`config.mk`:
```
export PLATFORM = sky130hd
export DESIGN_NAME = errlog_unit
export DESIGN_NICKNAME = d
export VERILOG_FILES = /design/src/rtl/errlog_pkg.sv /design/src/rtl/errlog_ctrl.sv /design/src/rtl/errlog_capture.sv /design/src/rtl/errlog_pack.sv /design/src/rtl/errlog_unit.sv
export SDC_FILE = /design/constraint.sdc
export NUM_CORES = 1
export LEC_CHECK = 0
export BUFFER_PORTS_ARGS = -buffer_cell sky130_fd_sc_hd__buf_2
export CORE_ASPECT_RATIO = 0.6
export CORE_MARGIN = 4
export CORE_UTILIZATION = 45
export DETAILED_ROUTE_END_ITERATION = 6
export GPL_TIMING_DRIVEN = 0
export PLACE_DENSITY_LB_ADDON = 0.05
export SETUP_SLACK_MARGIN = 0.05
export SLEW_MARGIN = 20
export SYNTH_ARGS = -nofsm -noshare
export SYNTH_HDL_FRONTEND = slang
export SYNTH_SLANG_ARGS = --single-unit
```
`constraint.sdc`:
```
create_clock -name clk -period 2.65 [get_ports clk]
set_input_delay 0.265 -clock clk [delete_from_list [all_inputs] [get_ports clk]]
set_output_delay 0.265 -clock clk [all_outputs]
set_load 0.02 [all_outputs]
```
`src/rtl/errlog_pkg.sv`:
```
package errlog_pkg;

  localparam int STAT_W   = 32;
  localparam int BE_W     = 4;
  localparam int CMD_W    = 4;
  localparam int DETAIL_W = BE_W + CMD_W;

  // field positions inside the status word (software decodes these)
  localparam int POS_EN     = 0;
  localparam int POS_FLAG   = 8;
  localparam int POS_MABORT = 9;
  localparam int POS_RETRY  = 10;
  localparam int POS_DETAIL = 24;

  localparam logic [1:0] SEL_STATUS = 2'd0;
  localparam logic [1:0] SEL_ADDR   = 2'd1;
  localparam logic [1:0] SEL_DATA   = 2'd2;

  // bits that carry state; every other status bit must read zero
  localparam logic [STAT_W-1:0] LIVE_MASK =
      ({{(STAT_W-DETAIL_W){1'b0}}, {DETAIL_W{1'b1}}} << POS_DETAIL) |
      (STAT_W'(1) << POS_RETRY) | (STAT_W'(1) << POS_MABORT) |
      (STAT_W'(1) << POS_FLAG)  | (STAT_W'(1) << POS_EN);

  typedef struct packed {
    logic [DETAIL_W-1:0] detail;
    logic                retry;
    logic                mabort;
  } cause_t;

  // an error is taken only when enabled and nothing is being held
  function automatic logic log_allowed(input logic strobe, input logic en,
                                       input logic flag);
    return strobe && en && !flag;
  endfunction

  // next value of the sticky flag: a new capture wins over a clear
  function automatic logic flag_next(input logic flag, input logic take,
                                     input logic clr);
    if (take) return 1'b1;
    if (clr)  return 1'b0;
    return flag;
  endfunction

  function automatic logic [STAT_W-1:0] pack_status(input cause_t c,
                                                    input logic flag,
                                                    input logic en);
    logic [STAT_W-1:0] w;
    w = '0;
    w[POS_DETAIL +: DETAIL_W] = c.detail;
    w[POS_RETRY]              = c.retry;
    w[POS_MABORT]             = c.mabort;
    w[POS_FLAG]               = flag;
    w[POS_EN]                 = en;
    return w;
  endfunction

endpackage

```
`src/rtl/errlog_ctrl.sv`:
```
module errlog_ctrl
  import errlog_pkg::*;
(
  input  logic       clk,
  input  logic       rst_n,
  input  logic       err_strobe,
  input  logic       reg_wr,
  input  logic [1:0] reg_sel,
  input  logic       wr_en_bit,
  input  logic       wr_clr_bit,
  output logic       en_q,
  output logic       flag_q,
  output logic       cap_fire,
  output logic       clr_hit,
  output logic       irq
);

  logic stat_wr;

  assign stat_wr  = reg_wr && (reg_sel == SEL_STATUS);
  assign clr_hit  = stat_wr && wr_clr_bit;
  assign cap_fire = log_allowed(err_strobe, en_q, flag_q);

  always_ff @(posedge clk) begin
    if (!rst_n) begin
      en_q   <= 1'b0;
      flag_q <= 1'b0;
      irq    <= 1'b0;
    end else begin
      if (stat_wr) en_q <= wr_en_bit;
      flag_q <= flag_next(flag_q, cap_fire, clr_hit);
      irq    <= flag_next(flag_q, cap_fire, clr_hit);
    end
  end

  assert_capture_sets_flag_R5: assert property (@(posedge clk) disable iff (!rst_n)
    (err_strobe && en_q && !flag_q) |=> flag_q);

  assert_disabled_ignored_R6: assert property (@(posedge clk) disable iff (!rst_n)
    (err_strobe && !en_q && !flag_q) |=> !flag_q);

  assert_clear_drops_flag_R8: assert property (@(posedge clk) disable iff (!rst_n)
    (flag_q && reg_wr && reg_sel == SEL_STATUS && wr_clr_bit) |=> !flag_q);

  assert_flag_holds_R8: assert property (@(posedge clk) disable iff (!rst_n)
    (flag_q && !(reg_wr && reg_sel == SEL_STATUS && wr_clr_bit)) |=> flag_q);

endmodule

```
`src/rtl/errlog_capture.sv`:
```
module errlog_capture
  import errlog_pkg::*;
#(
  parameter int ADDR_W = 32,
  parameter int DATA_W = 32
) (
  input  logic              clk,
  input  logic              rst_n,
  input  logic              cap_fire,
  input  logic [ADDR_W-1:0] err_addr,
  input  logic [DATA_W-1:0] err_data,
  input  logic [BE_W-1:0]   err_be,
  input  logic [CMD_W-1:0]  err_cmd,
  input  logic              err_retry_exp,
  input  logic              err_mabort,
  output logic [ADDR_W-1:0] addr_q,
  output logic [DATA_W-1:0] data_q,
  output cause_t            cause_q
);

  cause_t cause_d;

  always_comb begin
    cause_d.detail = {err_be, err_cmd};
    cause_d.retry  = err_retry_exp;
    cause_d.mabort = err_mabort;
  end

  always_ff @(posedge clk) begin
    if (!rst_n) begin
      addr_q  <= '0;
      data_q  <= '0;
      cause_q <= '0;
    end else if (cap_fire) begin
      addr_q  <= err_addr;
      data_q  <= err_data;
      cause_q <= cause_d;
    end
  end

  assert_capture_addr_R1: assert property (@(posedge clk) disable iff (!rst_n)
    cap_fire |=> (addr_q == $past(err_addr) && data_q == $past(err_data)));

  assert_capture_cause_R3: assert property (@(posedge clk) disable iff (!rst_n)
    cap_fire |=> (cause_q.retry == $past(err_retry_exp) &&
                  cause_q.mabort == $past(err_mabort)));

endmodule

```
`src/rtl/errlog_pack.sv`:
```
module errlog_pack
  import errlog_pkg::*;
(
  input  cause_t            cause_q,
  input  logic              flag_q,
  input  logic              en_q,
  output logic [STAT_W-1:0] status_word
);

  assign status_word = pack_status(cause_q, flag_q, en_q);

  always_comb begin
    assert_unimpl_zero_R9: assert ((status_word & ~LIVE_MASK) == '0);
  end

endmodule

```
`src/rtl/errlog_unit.sv`:
```
module errlog_unit
  import errlog_pkg::*;
#(
  parameter int ADDR_W = 32,
  parameter int DATA_W = 32
) (
  input  logic              clk,
  input  logic              rst_n,
  input  logic              err_strobe,
  input  logic [ADDR_W-1:0] err_addr,
  input  logic [DATA_W-1:0] err_data,
  input  logic [3:0]        err_be,
  input  logic [3:0]        err_cmd,
  input  logic              err_retry_exp,
  input  logic              err_mabort,
  input  logic              reg_wr,
  input  logic [1:0]        reg_sel,
  input  logic [31:0]       reg_wdata,
  output logic [31:0]       status_word,
  output logic [ADDR_W-1:0] addr_word,
  output logic [DATA_W-1:0] data_word,
  output logic              irq
);

  logic   en_q;
  logic   flag_q;
  logic   cap_fire;
  logic   clr_hit;
  cause_t cause_q;

  errlog_ctrl u_ctrl (
    .clk        (clk),
    .rst_n      (rst_n),
    .err_strobe (err_strobe),
    .reg_wr     (reg_wr),
    .reg_sel    (reg_sel),
    .wr_en_bit  (reg_wdata[POS_EN]),
    .wr_clr_bit (reg_wdata[POS_FLAG]),
    .en_q       (en_q),
    .flag_q     (flag_q),
    .cap_fire   (cap_fire),
    .clr_hit    (clr_hit),
    .irq        (irq)
  );

  errlog_capture #(.ADDR_W(ADDR_W), .DATA_W(DATA_W)) u_cap (
    .clk           (clk),
    .rst_n         (rst_n),
    .cap_fire      (cap_fire),
    .err_addr      (err_addr),
    .err_data      (err_data),
    .err_be        (err_be),
    .err_cmd       (err_cmd),
    .err_retry_exp (err_retry_exp),
    .err_mabort    (err_mabort),
    .addr_q        (addr_word),
    .data_q        (data_word),
    .cause_q       (cause_q)
  );

  errlog_pack u_pack (
    .cause_q     (cause_q),
    .flag_q      (flag_q),
    .en_q        (en_q),
    .status_word (status_word)
  );

  assert_irq_tracks_flag_R10: assert property (@(posedge clk) disable iff (!rst_n)
    irq == status_word[POS_FLAG]);

  assert_first_kept_R7: assert property (@(posedge clk) disable iff (!rst_n)
    (status_word[POS_FLAG] && !clr_hit) |=>
      ($stable(addr_word) && $stable(data_word) &&
       $stable(status_word[31:POS_MABORT])));

  assert_detail_captured_R2: assert property (@(posedge clk) disable iff (!rst_n)
    cap_fire |=> status_word[31:24] == $past({err_be, err_cmd}));

endmodule

```
==> impl_metrics.yaml <==
logic_synthesis:
  synth-compound-area-share_pct: 0.430
  synth_area_leaders: "dfxtp_1, mux2i_1, nand2_1"
  synth_common_cells: "nand2_1, dfxtp_1, mux2i_1"
  syn_inst: 355
  synth_xor_area_share_pct: 0
  syn_avg_cell_area_um2: 9.02
  synthMuxAreaShare_pct: 23.4
  ys_warn_count: 0
  netlist_area_um2: 3200
  synth_top_area_cell: "dfxtp_1"
  synthFlopType: "dfxtp_1"
  ys_ff_latch: 76
  synth_top_family_by_area: "multiplexers"
  synth-simple-area-share_pct: 18.1
  async_reset_ff_share_pct: 0
  post-synth-top-area-fraction_pct: 47.5
  yosysMostFrequentCell: "nand2_1"
  yosysUniqueCellTypes: 15
  synthAdderAreaFrac_pct: 0
  synth_edf_count: 0
  ys_seq_area_share_pct: 47.5
cells_and_area:
  stdcell_area_um2: 4490
  drive_gt1_share_pct: 37.7
  antenna_cells: 0
  final_nets: 654
  final_util_pct: 66.1
  area_delta_synth_final_pct: 40.1
timing:
  slew_violations: 0
  tns_ps: 0
  finalHoldViolCount: 0
  fin_crit_ps: 1340
  fmax_mhz: 748
  setup_viol: 0
  fin_hold_ws_ps: 141
  finalClockSkew_ps: 8.05
  fin_crit_sh_pct: 50.5
  rsz0062_at_grt: "false"
floorplanning:
  core_area_um2: 6790
  start_util_pct: 47.2
  fp.dieW_um: 117
  rows: 23
  dieArea_um2: 8580
  io-pin-count: 209
  die_h_um: 73.4
drt:
  detail-route-antenna-nets: 0
  first_pass_iters: 5
  routed_wl_um: 8530
  drtIter0Drc: 144
  vias: 2900
  drcViolationCount: 0
  vias_per_cell: 4.57
  post_drt_wl_per_cell_um: 13.4
global_routing:
  grt_pass1_wl_um: 13300
  grt_pass1_vias: 2909
  overflow: 0
  grt_antenna_before_repair: 0
  grt_max_degree: 13
  grtUsageTotal_pct: 19.7
worst_setup_path:
  startpoint: "u_ctrl.flag_q"
  cp-end-kind: "flip-flop"
  r2r-start: "u_ctrl.flag_q"
  reg2reg_to: "u_cap.addr_q[9]"
  worst-setup-path-type: "reg2reg"
  crit_fanout: 10
  r2r_cells: 5
  r2r_setup_slack_ps: 1310
  cp-endpoint: "u_cap.addr_q[9]"
  worstPathRequired_ps: 2890
  crit_arrival_ps: 1580
  start_kind: "flip-flop"
power_and_ir_drop:
  p_leak_nw: 2.17
  totalPowerFinal_mw: 2.72
  power_density_nw_per_um2: 606
  ir_drop_uv: 385
cts:
  cts.sinks: 76
  h-tree-depth: 3
  cts_tree: "done"
  post_cts_buffers: 0
  clk_pin_slew_worst_paths_ps: 60
  numCtsBuffers: 9
  cts_resized: 0
  postCtsHoldBufs: 0
  root_buffer: "clkbuf_16"
  clkLatencyLatePin_ps: 320
  cts_buffer_depth: 2
place:
  dpl_cell_area_um2: 4170
  io_buffers: 157
  gp_routability_congestion: 0.815
  hpwl_um: 6590
outcome:
  status: "complete, no violations"
min_path:
  hold_path_class: "in2reg"
flow_run:
  cap_violations: 0
-- cells in the final DEF (no fill, tap or decap), types with 2 or more instances in the layout --
cell type  instances
bufinv_16          2
clkbuf_16          9
dfxtp_1           76
clkbuf_1          16
conb_1            20
buf_4             24
buf_2            159
mux2i_1           75
buf_6              6
nand2_1          150
-- worst max-delay path: stages (launching register included) --
cell and delay (ps):
dfxtp_1 340, and3b_1 220, clkbuf_2 130, buf_8 160, buf_6 180, mux2i_1 220
-- worst min path at each step --
stage	from	end	slack (ps)	cells after the start
2_1_floorplan	reg_wdata[8]	u_ctrl.flag_q	380	1
3_3_place_gp	u_cap.addr_q[4]	u_cap.addr_q[4]	440	2
3_5_place_dp	u_cap.addr_q[16]	u_cap.addr_q[16]	440	2
4_1_cts	reg_wdata[8]	u_ctrl.flag_q	140	2
5_1_grt	reg_wdata[8]	u_ctrl.flag_q	140	2
6_report	reg_wdata[8]	u_ctrl.flag_q	140	2
-- cell type report --
type	count	area, µm²
Fill cell	598	2300
Timing Repair Buffer	157	786
Multi-Input combinational cell	249	1420
Clock inverter	4	72.6
Inverter	1	3.75
Sequential cell	76	1520
Buffer	48	330
Tap cell	87	109
Clock buffer	12	246
-- layer usage --
metal	global-route usage [%]	vias to the layer above	routed length, µm
met2	31.9	116	3820
met5	0	-	0
met4	7.76	0	162
met3	7.00	12	836
li1	-	1464	-
met1	24.1	1308	3710
-- report_power, final --
group | internal (mW) | switching, mW | leakage, nW
logic | 0.113 | 0.146 | 1.40
registers | 1.16 | 0.00891 | 0.613
clock network | 0.849 | 0.442 | 0.153
total | 2.12 | 0.597 | 2.17
-- sequential cells by signal (all words and copies together) (netlist names) --
name           count
u_ctrl.flag_q      1
u_cap.data_q      32
u_cap.cause_q     10
u_ctrl.en_q        1
u_cap.addr_q      32
-- through the flow --
stage | worst slack, ps | cells
after floorplan | 1360 | 374
after global placement | 1320 | 618
after detailed placement | 1280 | 618
after CTS | 1280 | 634
after global routing | 1210 | 634
final | 1310 | 634
-- cells by family (layout without fill, tap and decap cells) --
kind of cell,count (synthesis),after routing
other,1,20
multiplexers,75,75
AO/OA/AOI/OAI,2,2
AND/OR/NAND/NOR,152,152
flip-flops,76,76
buffers and inverters,49,222
Note: power is estimated with default switching activity, not from simulation.
